<file path="src/rtl/irqAggPkg.sv">
package irqAggPkg;
  localparam int NUM_CH = 2;
  localparam int ADDR_W = 2;
  localparam int DATA_W = 8;
  localparam int ACK_W  = 2 * NUM_CH;
  localparam int KEY_BIT = 7;

  typedef logic [ADDR_W-1:0] regAddr_t;

  localparam regAddr_t OFF_ACK  = 2'd0;
  localparam regAddr_t OFF_POL  = 2'd1;
  localparam regAddr_t OFF_MODE = 2'd2;
  localparam regAddr_t OFF_MASK = 2'd3;

  typedef struct packed {
    logic ackWr;
    logic polWr;
    logic modeWr;
    logic maskWr;
  } regStrobe_t;
endpackage

</file>
<file path="src/rtl/irqAggCtrl.sv">
module irqAggCtrl
  import irqAggPkg::*;
(
  input  logic       hostWr,
  input  regAddr_t   hostAddr,
  input  logic       keyBit,
  output regStrobe_t stb
);
  always_comb begin
    stb = '0;
    if (hostWr) begin
      unique case (hostAddr)
        OFF_ACK:  stb.ackWr  = 1'b1;
        OFF_POL:  stb.polWr  = 1'b1;
        OFF_MODE: stb.modeWr = keyBit;
        OFF_MASK: stb.maskWr = 1'b1;
        default:  stb = '0;
      endcase
    end
  end
endmodule

</file>
<file path="src/rtl/irqAggDp.sv">
module irqAggDp
  import irqAggPkg::*;
(
  input  logic               clk,
  input  logic               rstN,
  input  regStrobe_t         stb,
  input  logic [ACK_W-1:0]   wNib,
  input  logic [NUM_CH-1:0]  drvIrq,
  input  logic [NUM_CH-1:0]  bmDone,
  input  logic               legacyHdr,
  input  regAddr_t           rdAddr,
  output logic [DATA_W-1:0]  rdData,
  output logic [NUM_CH-1:0]  hostIrq,
  output logic [ACK_W-1:0]   pendVec,
  output logic [NUM_CH-1:0]  maskQ,
  output logic [NUM_CH-1:0]  polQ,
  output logic               modeLegacy,
  output logic               modeTest
);
  // Per-channel status latches and output shaping
  for (genvar c = 0; c < NUM_CH; c++) begin : gCh
    logic drvPrev, drvPend, bmPend;

    always_ff @(posedge clk or negedge rstN) begin
      if (!rstN) begin
        drvPrev <= 1'b0;
        drvPend <= 1'b0;
        bmPend  <= 1'b0;
      end else begin
        drvPrev <= drvIrq[c];
        if (drvIrq[c] && !drvPrev)
          drvPend <= 1'b1;
        else if (!drvIrq[c])
          drvPend <= 1'b0;
        else if (stb.ackWr && wNib[2*c])
          drvPend <= 1'b0;

        if (bmDone[c])
          bmPend <= 1'b1;
        else if (stb.ackWr && wNib[2*c+1])
          bmPend <= 1'b0;
      end
    end

    assign pendVec[2*c]   = drvPend;
    assign pendVec[2*c+1] = bmPend;
    assign hostIrq[c] = ((drvPend | bmPend) & ~maskQ[c]) ^ polQ[c];
  end

  // Configuration registers
  always_ff @(posedge clk or negedge rstN) begin
    if (!rstN) begin
      maskQ      <= '0;
      polQ       <= '0;
      modeLegacy <= 1'b0;
      modeTest   <= 1'b0;
    end else begin
      if (stb.maskWr) maskQ <= wNib[NUM_CH-1:0];
      if (stb.polWr)  polQ  <= wNib[NUM_CH-1:0];
      if (stb.modeWr) begin
        modeLegacy <= wNib[1];
        modeTest   <= wNib[0];
      end
    end
  end

  // Side-effect-free read mux
  always_comb begin
    rdData = '0;
    unique case (rdAddr)
      OFF_ACK:  rdData[ACK_W-1:0]  = pendVec;
      OFF_POL:  rdData[NUM_CH-1:0] = polQ;
      OFF_MODE: rdData[1:0]        = pendVec[1:0];
      OFF_MASK: rdData[4:0]        = {legacyHdr, pendVec[3], pendVec[2], maskQ};
      default:  rdData = '0;
    endcase
  end
endmodule

</file>
<file path="src/rtl/irqAgg.sv">
module irqAgg
  import irqAggPkg::*;
(
  input  logic              clk,
  input  logic              rstN,
  input  logic              hostWr,
  input  logic [1:0]        hostAddr,
  input  logic [7:0]        hostWdata,
  output logic [7:0]        hostRdata,
  input  logic [1:0]        drvIrq,
  input  logic [1:0]        bmDone,
  input  logic              legacyHdr,
  output logic [1:0]        hostIrq,
  output logic              modeLegacy,
  output logic              modeTest
);
  regStrobe_t         stb;
  logic [ACK_W-1:0]   pendVec;
  logic [NUM_CH-1:0]  maskQ;
  logic [NUM_CH-1:0]  polQ;
  logic               unusedWdata;

  assign unusedWdata = ^hostWdata[6:4];

  irqAggCtrl uCtrl (
    .hostWr   (hostWr),
    .hostAddr (hostAddr),
    .keyBit   (hostWdata[KEY_BIT]),
    .stb      (stb)
  );

  irqAggDp uDp (
    .clk        (clk),
    .rstN       (rstN),
    .stb        (stb),
    .wNib       (hostWdata[ACK_W-1:0]),
    .drvIrq     (drvIrq),
    .bmDone     (bmDone),
    .legacyHdr  (legacyHdr),
    .rdAddr     (hostAddr),
    .rdData     (hostRdata),
    .hostIrq    (hostIrq),
    .pendVec    (pendVec),
    .maskQ      (maskQ),
    .polQ       (polQ),
    .modeLegacy (modeLegacy),
    .modeTest   (modeTest)
  );
endmodule

</file>
<file path="config.mk">
export PLATFORM = sky130hd
export DESIGN_NAME = irqAgg
export DESIGN_NICKNAME = d
export VERILOG_FILES = /design/src/rtl/irqAggPkg.sv /design/src/rtl/irqAggCtrl.sv /design/src/rtl/irqAggDp.sv /design/src/rtl/irqAgg.sv
export SDC_FILE = /design/constraint.sdc
export NUM_CORES = 1
export LEC_CHECK = 0
export ABC_AREA = 0
export BUFFER_PORTS_ARGS = -buffer_cell sky130_fd_sc_hd__buf_2
export CAP_MARGIN = 5
export CORE_MARGIN = 4
export CORE_UTILIZATION = 40
export DETAILED_ROUTE_END_ITERATION = 6
export GPL_TIMING_DRIVEN = 0
export PLACE_DENSITY_LB_ADDON = 0.12
export SYNTH_ARGS = -nofsm -noshare
export SYNTH_HDL_FRONTEND = slang
export SYNTH_HIERARCHICAL = 1
export SYNTH_SLANG_ARGS = --single-unit
</file>
<file path="constraint.sdc">
create_clock -name clk -period 1.6 [get_ports clk]
set_clock_uncertainty 0.2 [all_clocks]
set_input_delay 0.24 -clock clk [delete_from_list [all_inputs] [get_ports clk]]
set_output_delay 0.24 -clock clk [all_outputs]
set_load 0.05 [all_outputs]
</file>
# Yosys cells after proc, flatten, opt, wreduce, memory -nomap -nowiden
# Cells that the tools add are included.
dict set report word_totals {
  register_bits 12
  wordCells 54
}
dict set report classes {
  eq_ne 5
  muxes 18
  n_bitwise 8
  reduce_logical 13
}
# cell count
set ops {}
lappend ops {{two-way mux 1 bit} 15}
lappend ops {{logical AND 1 bit} 6}
lappend ops {{!= test 3 x 1 -> 1 bit, second input constant} 2}
lappend ops {{one-hot mux 2 bit (3 select lines)} 1}
lappend ops {{equality test 2 bit, second input constant} 2}
lappend ops {{two-way mux 4 bit} 1}
lappend ops {{nonzero test 2 bit} 2}
lappend ops {{OR reduction 2 bit} 2}
lappend ops {{AND 1 bit} 2}
lappend ops {{equality test 2 x 1 -> 1 bit, second input constant} 1}
lappend ops {{logical NOT 1 bit} 2}
lappend ops {{logical NOT 2 bit} 1}
lappend ops {{two-way mux 2 bit} 1}
lappend ops {{NOT 1 bit} 2}
lappend ops {{OR 1 bit} 2}
lappend ops {{bitwise XOR 1 bit} 2}

# Logic depth before layout (Yosys ltp)
# Gate-level depths: netlist (run 1).
dict set report depth {
  word_depth 7
  mapped_depth 4
}

# Hierarchy
# The synthesis (run 1) kept the hierarchy.
# mod instances cells_each area_per_inst_um2
set by_module_without_submodules {}
lappend by_module_without_submodules {irqAggDp 1 55 640.6}
lappend by_module_without_submodules {irqAggCtrl 1 4 35.0}

# Worst setup path before layout (run 1)
# OpenSTA, ideal clock, no wires.
dict set report synth_timing {
  path_type {input to output}
  from {input port hostAddr[1]}
  to {output port hostRdata[0]}
  arrival_time_ns 1.361
  path_slack_ns -0.201
  stages 4
  path_buffers 0
  path_cell_list {inv_1 -> ha_1 -> nor2b_1 -> a21oi_1}
}
dict set report synth_between {
  elab_chain_cells 3
}
# element line
set synth_rtl {}
lappend synth_rtl {{from (decl)} irqAgg.sv:7} ;# input logic [1:0] hostAddr,
lappend synth_rtl {{equality test 2 bit or logical NOT 2 bit (tied branches)} irqAggDp.sv:70} ;# unique case (rdAddr)
lappend synth_rtl {{OR reduction 2 bit (no source line)} -}
lappend synth_rtl {{one-hot mux 2 bit (3 select lines) *} irqAggDp.sv:70}
lappend synth_rtl {{to (decl)} irqAgg.sv:9} ;# output logic [7:0] hostRdata,
# Every way passes the cells marked *; elsewhere a longest branch is shown, timed or not.

# Final worst setup path (run 1)
dict set report layout_timing {
  from {register uDp.maskQ[1]}
  to {output port hostIrq[1]}
}
dict set report layout_between {
  elab_chain_cells 3
}
# element line
set layout_rtl {}
lappend layout_rtl {{from (decl)} irqAggDp.sv:15} ;# output logic [NUM_CH-1:0] maskQ,
lappend layout_rtl {{from (signal assigned)} irqAggDp.sv:58} ;# if (stb.maskWr) maskQ <= wNib[NUM_CH-1:0];
lappend layout_rtl {{NOT 1 bit} irqAggDp.sv:47} ;# assign hostIrq[c] = ((drvPend | bmPend) & ~maskQ[c]) ^ polQ[c];
lappend layout_rtl {{AND 1 bit} irqAggDp.sv:47}
lappend layout_rtl {{bitwise XOR 1 bit} irqAggDp.sv:47}
lappend layout_rtl {{to (decl)} irqAgg.sv:13} ;# output logic [1:0] hostIrq,
# No other way between the ends.

==> flow_summary.ini, run 1 <==
[status]
status = finished with violations
violations = negative setup slack

[yosys]
synthCells = 55
yosys_warnings = 6
netlist_area_sq_um = 646
syn_area_per_cell_sq_um = 11.7

[clock_network]
htree_num_levels = 1
cts_tree = built
cts_root_buffer = clkbuf_4
clk_pin_slew_ns = 0.06
cts_made_buffers = 3
clk_latency_ns = 0.27
clk_path_buf_depth = 2
cts.sinks = 12

[grt]
grt_pass1_wl_microns = 1960
antenna_found_initial = 0
grt_start_max_net_pins = 13
grt_pass1_vias = 466
grt_use_total_pct = 13.0
overflow = 0

[cells_and_area]
num-nets-final = 113
fillers = 140
antenna_cells = 0
syn_to_final_growth_pct = 48.3
drive_above_1_share_pct = 55.1

[timing]
fmax_mhz = 620
setup-tns-final_ns = -0.0209
holdWs_ns = 0.0529
layout_setup_ws_ns = -0.0122
finalHoldViolations = 0
finalMaxSlewViolations = 0
setup_viol = 2
fin_crit_sh_pct = 101
period_minus_slack_ns = 1.61
rsz0062_at_grt = true

[routing]
wl_per_cell_microns = 12.2
dr.pass1.iters = 1
ant_nets = 0
viasPerCell = 4.69
drc = 0
drt_wl_total_microns = 1280
drt_iter0_drc = 0
num_vias = 492

[power_and_ir_drop]
p_leak_uw = 0.000464
ir_drop_mv = 0.562
pwr_density_cell_mw_per_mm2 = 1040

[die]
core_sq_mm = 0.00152
die_x_microns = 48.2
start_util_pct = 42.4
ios = 30
num_rows = 14
die_y_microns = 48.2
die_area_sq_mm = 0.00232

[placed_design]
port_buffers = 23
place_hpwl_microns = 946
pre_cts_slack_ns = -0.0269
gp_congestion = 0.717

[worst_setup_path]
crit_slowest_cell = dfrtp_1
path_class = reg -> out
cpPeakStageDelay_ns = 0.41
endpoint_kind = output pin
timing.critical_path.cells = o21bai_4 > xnor2_2 > buf_6
startpoint_type = register
cp.required_ns = 1.16
ff2ff_setup_slack_ns = 0.51
path_max_fanout = 3
critPathTopFamily = flip-flops
cp.buffers_inverters = 1
worstPathArrival_ns = 1.17

[min_path]
holdCritPathClass = in -> reg

[run]
drv_cap = 0
-- cell type report --
| class | count | area (sq um) | area share [%] |
|---|---|---|---|
| Timing Repair Buffer | 29 | 209 | 21.8 |
| Sequential cell | 12 | 302 | 31.5 |
| Clock buffer | 3 | 22.5 | 2.35 |
| Tap cell | 16 | 20.0 | 2.09 |
| Buffer | 3 | 22.5 | 2.35 |
| Inverter | 2 | 7.51 | 0.784 |
| Multi-Input combinational cell | 40 | 374 | 39.1 |
-- where the power goes --
| part | switching [uW] | internal (uW) | total [uW] |
|---|---|---|---|
| Combinational | 252 | 186 | 438 |
| Clock | 89.5 | 87.0 | 176 |
| Sequential | 34.8 | 342 | 376 |
-- placed cells by master (no fill, tap or decap), drive strengths merged --
| cell type | instances |
|---|---|
| nor2b | 4 |
| nand2 | 2 |
| clkbuf | 4 |
| and3 | 1 |
| buf | 26 |
| a21oi | 4 |
| o21bai | 2 |
| a21bo | 2 |
| a21o | 2 |
| and2 | 1 |
| ha | 4 |
| nor3b | 1 |
| dlygate4sd3 | 5 |
| and4b | 1 |
| dfrtp | 12 |
| mux2 | 6 |
| inv | 2 |
| xnor2 | 2 |
| o21ai | 2 |
| conb | 3 |
| and3b | 1 |
| a21boi | 2 |
-- stage by stage --
step                      power [uW]  cell area [sq um]  std cells  util, %
after global routing            1050                957        105     62.8
after global placement           740                811         96     53.2
after CTS                       1000                938        105     61.6
after floorplan                  659                676         57        -
final                            991                957        105     62.8
after detailed placement         745                811         96     53.2
-- path summary, 6_finish.rpt --
path,from,to,cells after the start
worst min register to register,uDp/gCh[0].drvPrev$_DFF_PN0_,uDp/gCh[0].drvPend$_DFFE_PN0P_,1
worst max register to register,uDp/maskQ[0]$_DFFE_PN0P_,uDp/maskQ[0]$_DFFE_PN0P_,2
worst max-delay path,uDp/maskQ[1]$_DFFE_PN0P_,hostIrq[1],3
worst min-delay path,hostWdata[2],uDp/gCh[1].drvPend$_DFFE_PN0P_,3
max in group asynchronous,rstN,uDp/gCh[0].bmPend$_DFFE_PN0P_,2
min in group asynchronous,rstN,uDp/gCh[0].drvPrev$_DFF_PN0_,2
-- sequential cells by signal, summed over array words and instances (netlist names) --
signal           flops
uDp/gCh.bmPend       2
uDp/gCh.drvPend      2
uDp/gCh.drvPrev      2
uDp/maskQ            2
uDp/polQ             2
uDp/modeLegacy       1
uDp/modeTest         1
-- what timing repair did --
item,4_1_cts,5_1_grt
setup endpoints to repair,4,6
hold buffers,5,0
setup buffers,1,0
pin swaps,4,3
endpoints found under the hold margin,16,0
gates resized for setup,13,9
cloned,0,0
-- worst min-delay path, delay by kind of cell --
family,cells,cell delay [ns]
buffers and inverters,1,0.07
AOI/OAI and AO/OA,2,0.16
-- metal layers --
layer | global-route usage, % | up-vias | wire length, microns
met4 | 9.68 | 0 | 10
met3 | 3.32 | 2 | 83
li1 | - | 254 | -
met2 | 20.8 | 13 | 652
met1 | 14.7 | 223 | 534
met5 | 0 | - | 0
Note: power is estimated with default switching activity, not from simulation.
==> run 2, diff against run 1 <==
REMOVE_ABC_BUFFERS = 1   (was not set)
clock period = 1.8 ns   (was 1.6 ns; I/O delays follow)
==> flow_summary.ini, run 2 (synthesis gave the netlist of run 1 again) <==
[cells_and_area]
utilization_pct = 55.3
num-nets-final = 109
multi_input_area_sq_um = 323
fillers = 146
final_cell_mix = buf_2 (21), dfrtp_1 (12), mux2_2 (6), clkbuf_4 (5), dlygate4sd3_1 (5)
layout_commonest_cell = buf_2
antenna_cells = 0
syn_to_final_growth_pct = 30.6
ff_latch_area_sq_um = 300
drive_above_1_share_pct = 42.4

[timing]
layout_setup_ws_ns = 0.121
finalHoldViolations = 0
rsz0062_at_grt = false
fmax_mhz = 595
period_minus_slack_ns = 1.68
finalMaxSlewViolations = 0
holdWs_ns = 0.0882
fin_crit_sh_pct = 93.3
setup_viol = 0

[die]
die_area_sq_mm = 0.00232
start_util_pct = 42.4
core_sq_mm = 0.00152
die_y_microns = 48.2
ios = 30
num_rows = 14
die_x_microns = 48.2

[routing]
drt_iter0_drc = 2
num_vias = 492
dr.pass1.iters = 2
wl_per_cell_microns = 11.5
drt_wl_total_microns = 1160
viasPerCell = 4.87
ant_nets = 0
drc = 0

[worst_setup_path]
endpoint_kind = output pin
path_class = reg -> out
cp.required_ns = 1.33
startpoint_type = register
worstPathArrival_ns = 1.21
path_max_fanout = 3

[grt]
grt_pass1_vias = 435
grt_pass1_wl_microns = 1900
grt_start_max_net_pins = 13
overflow = 0
antenna_found_initial = 0
grt_use_total_pct = 12.4

[power_and_ir_drop]
p_leak_uw = 0.000415
ir_drop_mv = 0.475
pwr_density_cell_mw_per_mm2 = 943

[clock_network]
post_cts_buffers = 0
htree_num_levels = 1
clk_pin_slew_ns = 0.06
cts.sinks = 12
cts_root_buffer = clkbuf_4
cts_made_buffers = 3
cts_tree = built
clk_path_buf_depth = 2
clk_latency_ns = 0.26

[run]
drv_cap = 0

[status]
status = finished clean

[min_path]
holdCritPathClass = in -> reg

[placed_design]
place_hpwl_microns = 971
pre_cts_slack_ns = 0.122
gp_congestion = 0.680
port_buffers = 23
==> run 2: worst paths after layout <==
path	start	endpoint	slack, ns	cells past startpoint
setup / recovery	uDp/gCh[0].drvPend$_DFFE_PN0P_	hostIrq[0]	0.12	3
hold / removal	hostWdata[3]	uDp/gCh[1].bmPend$_DFFE_PN0P_	0.09	3
setup reg to reg	uDp/gCh[0].drvPend$_DFFE_PN0P_	uDp/gCh[0].drvPend$_DFFE_PN0P_	0.81	2
hold reg to reg	uDp/gCh[1].drvPrev$_DFF_PN0_	uDp/gCh[1].drvPend$_DFFE_PN0P_	0.22	1
max in group asynchronous	rstN	uDp/polQ[1]$_DFFE_PN0P_	0.99	2
min in group asynchronous	rstN	uDp/gCh[0].drvPrev$_DFF_PN0_	0.21	2
==> run 2: layout make-up <==
class / instances / area share (%)
repair buffers: 28 / 20.2
well taps: 16 / 2.37
multi-input cells: 40 / 38.3
inverters: 2 / 0.890
clock buffers: 3 / 2.67
flip-flops and latches: 12 / 35.6
==> run 2: per-stage QoR <==
step	total power (uW)	cell area, sq um	std cells	TNS [ns]
finish	795	843	101	0
CTS	799	838	101	0
detailed placement	636	766	93	0
floorplan	561	631	54	-0.160
global route	845	843	101	0
global placement	634	766	93	0
==> run 2: metal layers <==
layer,track usage (%),routed length (microns)
met1,17.1,518
met2,16.9,547
met3,3.32,84
met4,8.06,10
met5,0,0
==> run 2: critical path, stage by stage, from the launching register on <==
cell and delay [ns]:
dfrtp_1 0.40, o21bai_1 0.18, xnor2_1 0.13, clkbuf_4 0.24
==> run 2: timing repair <==
| action | CTS | global route |
|---|---|---|
| setup endpoints to repair | 0 | 2 |
| hold buffers | 5 | 0 |
| gates resized for setup | 0 | 2 |
| endpoints found under the hold margin | 16 | 0 |
==> run 2: report_power, final <==
group / switching, uW / total (uW) / internal, uW
combinational: 210 / 318 / 108
clock: 73.9 / 151 / 77.1
sequential: 22.8 / 326 / 304
